**src/rtl/tri_interval_timer.sv**
```systemverilog
module tri_interval_timer #(
  parameter int CH = 3,
  parameter int CW = 16,
  parameter int AW = 8
) (
  input  logic          clk,
  input  logic          rst_n,
  input  logic          wr_en,
  input  logic          rd_en,
  input  logic [AW-1:0] addr,
  input  logic [CW-1:0] wdata,
  output logic [CW-1:0] rdata,
  output logic [CH-1:0] irq
);
  localparam int OFF_CLK = 'h00;
  localparam int OFF_CTL = 'h0C;
  localparam int OFF_CNT = 'h18;
  localparam int OFF_IVL = 'h24;
  localparam int OFF_STS = 'h54;
  localparam int OFF_IEN = 'h60;
  localparam int STRIDE  = 4;
  localparam logic [CW:0] ONE = 1;

  logic [CH-1:0][4:0]    clk_cfg;
  logic [CH-1:0][5:0]    ctl;
  logic [CH-1:0][CW-1:0] cnt;
  logic [CH-1:0][CW-1:0] ivl;
  logic [CH-1:0][4:0]    sts;
  logic [CH-1:0][4:0]    ien;
  logic [CH-1:0][CW:0]   div;
  logic [CH-1:0]         halted, ctl_wr, clr_req;

  for (genvar i = 0; i < CH; i++) begin : g_ch
    logic hit_clk, hit_ivl, hit_sts, hit_ien;
    logic tick, match, wrap;
    logic [4:0]  sh;
    logic [CW:0] lim;

    assign hit_clk = addr == AW'(OFF_CLK + STRIDE*i);
    assign hit_ivl = addr == AW'(OFF_IVL + STRIDE*i);
    assign hit_sts = addr == AW'(OFF_STS + STRIDE*i);
    assign hit_ien = addr == AW'(OFF_IEN + STRIDE*i);
    assign ctl_wr[i]  = wr_en && addr == AW'(OFF_CTL + STRIDE*i);
    assign clr_req[i] = ctl_wr[i] & wdata[4];
    assign halted[i]  = ctl[i][0];

    assign sh    = {1'b0, clk_cfg[i][4:1]} + 5'd1;
    assign lim   = (ONE << sh) - ONE;
    assign tick  = ~halted[i] & (~clk_cfg[i][0] | (div[i] == lim));
    assign match = tick & ctl[i][1] & (cnt[i] == ivl[i]);
    assign wrap  = tick & ~match & (cnt[i] == '1);
    assign irq[i] = |(sts[i] & ien[i]);

    always_ff @(posedge clk) begin
      if (!rst_n) begin
        clk_cfg[i] <= '0;
        ctl[i]     <= 6'h01;
        cnt[i]     <= '0;
        ivl[i]     <= '0;
        sts[i]     <= '0;
        ien[i]     <= '0;
        div[i]     <= '0;
      end else begin
        if (wr_en && hit_clk) clk_cfg[i] <= wdata[4:0];
        if (ctl_wr[i])        ctl[i] <= {wdata[5], 1'b0, wdata[3:0]};
        if (wr_en && hit_ivl) ivl[i] <= wdata;
        if (wr_en && hit_ien) ien[i] <= {wdata[4], 3'b000, wdata[0]};
        sts[i] <= ((rd_en && hit_sts) ? 5'b0 : sts[i]) | {wrap, 3'b000, match};
        if (clr_req[i] || halted[i] || !clk_cfg[i][0] || tick) div[i] <= '0;
        else div[i] <= div[i] + ONE;
        if (clr_req[i])  cnt[i] <= '0;
        else if (tick)   cnt[i] <= (match || wrap) ? '0 : cnt[i] + 1'b1;
      end
    end
  end

  always_comb begin
    rdata = '0;
    for (int i = 0; i < CH; i++) begin
      if (addr == AW'(OFF_CLK + STRIDE*i)) rdata = CW'(clk_cfg[i]);
      if (addr == AW'(OFF_CTL + STRIDE*i)) rdata = CW'(ctl[i]);
      if (addr == AW'(OFF_CNT + STRIDE*i)) rdata = cnt[i];
      if (addr == AW'(OFF_IVL + STRIDE*i)) rdata = ivl[i];
      if (addr == AW'(OFF_STS + STRIDE*i)) rdata = CW'(sts[i]);
      if (addr == AW'(OFF_IEN + STRIDE*i)) rdata = CW'(ien[i]);
    end
  end
endmodule

```
**config.mk**
```make
export PLATFORM = sky130hd
export DESIGN_NAME = tri_interval_timer
export DESIGN_NICKNAME = d
export VERILOG_FILES = /design/src/rtl/tri_interval_timer.sv
export SDC_FILE = /design/constraint.sdc
export NUM_CORES = 1
export LEC_CHECK = 0
export BUFFER_PORTS_ARGS = -buffer_cell sky130_fd_sc_hd__clkbuf_2
export CAP_MARGIN = 15
export CORE_MARGIN = 3
export CORE_UTILIZATION = 45
export CTS_BUF_LIST = sky130_fd_sc_hd__clkbuf_8
export CTS_CLUSTER_SIZE = 20
export DETAILED_ROUTE_END_ITERATION = 8
export MAX_ROUTING_LAYER = met4
export SYNTH_ARGS = -nofsm -noshare
export SYNTH_HDL_FRONTEND = slang
export SYNTH_SLANG_ARGS = --single-unit
```
**constraint.sdc**
```tcl
create_clock -name clk -period 4 [get_ports clk]
set_input_delay 0.4 -clock clk [delete_from_list [all_inputs] [get_ports clk]]
set_output_delay 0.4 -clock clk [all_outputs]
set_load 0.05 [all_outputs]
```
==> metrics.md <==
| Metric | Value |
|---|---|
| Syn_area_per_cell | `7.47 um2` |
| ANT nets after route | `0` |
| GRT Resource Usage Total | `0.262` |
| Critical path class | `reg -> reg` |
| Hold Crit Class | `in -> reg` |
| Initial Util | `0.463` |
| CP endpoint kind | `register` |
| Initial antenna violation count | `0` |
| Vias per cell | `5.99` |
| Grt ovf | `0` |
| Post-DP HPWL | `25.1 mm` |
| Period utilization | `0.921` |
| Register bit total from synthesis | `189` |
| Sequential area share after synthesis | `0.332` |
| Peak supply drop | `0.000208 V` |
| Compound-Gate Fraction of Synth Area | `0.204` |
| Die height | `165 um` |
| Slew HR | `0.362` |
| Max incr delay on CP | `0.64 ns` |
| CTS Hold Buffers Added | `0` |
| Max-slew violation count | `0` |
| P_leak | `0.00416 uW` |
| Post-synth top area share | `0.332` |
| Logic gate share of total power | `0.038` |
| Largest family of logic cells by synthesized area | `simple AND/OR/NAND/NOR gates` |
| Post-Synth Adder-Cell Area | `0.00989` |
| EDFF count, synth | `0` |
| Hold path depth | `3` |
| Power Density | `269 nW/um2` |
| WL/cell | `18.8 um` |
| Mapped Cells | `1523` |
| Worst-case clock buffer depth | `2` |
| CP startpoint | `clk_cfg[14]` |
| Final Skew | `0.0215 ns` |
| Largest net degree at the start of global routing | `86` |
| Final Hold Violating Endpoints | `0` |
| Most used DFF post-synth | `dfxtp_1` |
| Reg clk slew, reported paths | `0.12 ns` |
| CTS Buf Count | `17` |
| R2R Path End | `cnt[43]` |
| Final net count | `1557` |
| Top-count cell post-synth | `nand2_1` |
| Maxcap violations | `0` |
| Fin crit period | `3.68 ns` |
| Filler instances | `2479` |
| DRC | `0` |
| Share of cells above drive strength 1 | `0.104` |
| Synth top area cells | `dfxtp_1 33%, nand2_1 7.4%, a21oi_1 6.5%` |
| Worst-Skew Late Latency | `0.48 ns` |
| Sw power | `921 uW` |
| Xor/xnor share of the synthesized area | `0.0939` |
| GPL Wtd Cong | `0.949` |
| Worst-Margin Slew | `0.958 ns` |
| Global-route wire length before repair | `55.0 mm` |
| Unrepaired setup endpoints after global routing | `false` |
| Vias in the first global route | `9897` |
| DR iter-0 viols | `1140` |
| Cell family with most CP delay | `simple AND/OR/NAND/NOR gates` |
| Ys async rst share | `0` |
| Crit path capture | `cnt[43]` |
| Slowest CP cell | `or4_1` |
| Fmax | `272 MHz` |
| Area growth, synth to finish | `8.16%` |
| Reg2Reg Depth | `12` |
| Post-Route Setup TNS | `0 ns` |
| Most instantiated cells after synthesis | `224 x nand2_1, 189 x dfxtp_1, 148 x a21oi_1` |
| IO Count | `47` |
| Post-synthesis mux area share | `0.000879` |
| Min-Delay Startpoint | `wdata[8]` |
| Internal | `2390 uW` |
| ANT cells | `0` |
| Sw Ratio | `0.278` |
| Die footprint | `27200 um2` |
| Max FO, Critical Path | `32` |
| DRT Pass-1 Iters | `6` |
| Reg2Reg Setup Slack | `0.32 ns` |
| Finish-stage setup viols | `0` |
| Buf+Inv Stages, Crit Path | `2` |
| Flop pwr share | `0.569` |
| Clock sinks | `189` |
| Status | `completed` |
| Via count | `11100` |
| Worst Path Arrival | `4.08 ns` |
| Post-Route WL | `34.8 mm` |
| Number of library cell types mapped by synthesis | `80` |
| Simple-Gate Fraction of Synth Area | `0.306` |
| I/O Buffers | `46` |
| FP Rows | `57` |
| Clock power share | `0.393` |
| CTS tree | `yes` |
| Core area | `24600 um2` |
| Die Width | `165 um` |
| Yosys warnings | `0` |
| H-tree depth | `4` |
| Crit-path cells | `nor4_1 > inv_1 > ha_1 > or4b_2 > a21oi_1 > nor2_1 > xnor2_1 > or4_1 > o21a_4 > o31ai_1 > buf_4 > o21ba_2` |
| Data required time of the worst path | `4.40 ns` |
| Mapped Area | `11400 um2` |
| Critical path startpoint category | `register` |
| Synth area leader | `dfxtp_1` |
| Post-Route Utilization | `0.500` |
| Reg2reg start | `clk_cfg[14]` |
| Critical path depth in cells | `12` |
| Clock Tree Root | `clkbuf_8` |
-- power by group through the flow --
stage | Clock, uW | Combinational [uW] | Sequential, uW
after floorplan | 0 | 62.1 | 1930
after global placement | 0 | 122 | 1930
after detailed placement | 0 | 122 | 1930
after CTS | 1330 | 123 | 1880
after global routing | 1400 | 133 | 1880
final | 1300 | 127 | 1880
-- flip-flops by register name, indices dropped and copies added, names as in the netlist --
register	flops
div	51
cnt	48
ivl	48
sts	6
clk_cfg	15
ctl	15
ien	6
-- through the flow --
stage,power [uW],instance area [um2],cells,hold slack [ns],worst slack (ns)
final,3310,12300,1857,0.173,0.317
after global routing,3420,12300,1857,0.175,0.0367
after CTS,3340,12300,1857,0.149,0.267
after detailed placement,2050,11900,1825,0.447,0.281
after global placement,2050,11900,1825,0.445,0.407
after floorplan,1990,11400,1525,0.436,0.0857
-- per-layer routing --
| layer | GRT usage | part of all wire |
|---|---|---|
| met1 | 0.383 | 0.48 |
| met2 | 0.371 | 0.43 |
| met3 | 0.0441 | 0.067 |
| met4 | 0.0713 | 0.020 |
| met5 | - | 0 |
-- worst min-delay path by stage --
stage	slack, ns	end
after global routing	0.17	ivl[40]
after CTS	0.15	ivl[8]
after floorplan	0.44	ctl[5]
final	0.17	ivl[8]
after global placement	0.44	ctl[5]
after detailed placement	0.45	ctl[5]
-- area by class of cell --
class	instances	area, um2	share of cell area
Multi-Input combinational cell	1188	7020	0.570
Clock inverter	15	165	0.0134
Inverter	29	109	0.00884
Timing Repair Buffer	95	598	0.0486
Sequential cell	189	3780	0.307
Tap cell	324	405	0.0329
Clock buffer	17	234	0.0190
-- cells in the final DEF, fill, tap and decap left out, types with 8 or more instances in the layout --
| master | instances |
|---|---|
| clkbuf_2 | 46 |
| o31ai_1 | 13 |
| a211oi_1 | 10 |
| nor2_1 | 129 |
| and3_1 | 20 |
| a22oi_1 | 36 |
| nand2b_1 | 8 |
| buf_4 | 49 |
| nor4b_1 | 9 |
| nor3_1 | 24 |
| nand2_1 | 224 |
| nor2b_1 | 8 |
| and2_1 | 11 |
| nand4_1 | 24 |
| or4_1 | 22 |
| nor4_1 | 20 |
| o21ai_0 | 49 |
| xor2_1 | 63 |
| clkbuf_8 | 17 |
| dfxtp_1 | 189 |
| nand3_1 | 119 |
| xnor2_1 | 59 |
| nor3b_1 | 10 |
| or3_1 | 14 |
| a21oi_1 | 148 |
| inv_1 | 28 |
| ha_1 | 9 |
-- logic make-up (layout without fill, tap and decap cells) --
group	Yosys count	after routing
AND/OR/NAND/NOR	694	694
AO/OA/AOI/OAI	359	359
flip-flops	189	189
buffers and inverters	148	156
XOR/XNOR	122	122
adder cells (fa/ha/maj)	9	9
other	1	3
multiplexers	1	1
-- worst min-delay path, cell delays in order --
cell and delay [ns]:
clkbuf_2 0.11, nand2_1 0.06, a21oi_1 0.05
-- repair_timing --
item                                    CTS  global route
endpoints found under the setup margin    0             9
setup buffers                             0             0
endpoints found under the hold margin     0             0
gates resized for setup                   0             1
(Power assumes the default switching activity.)
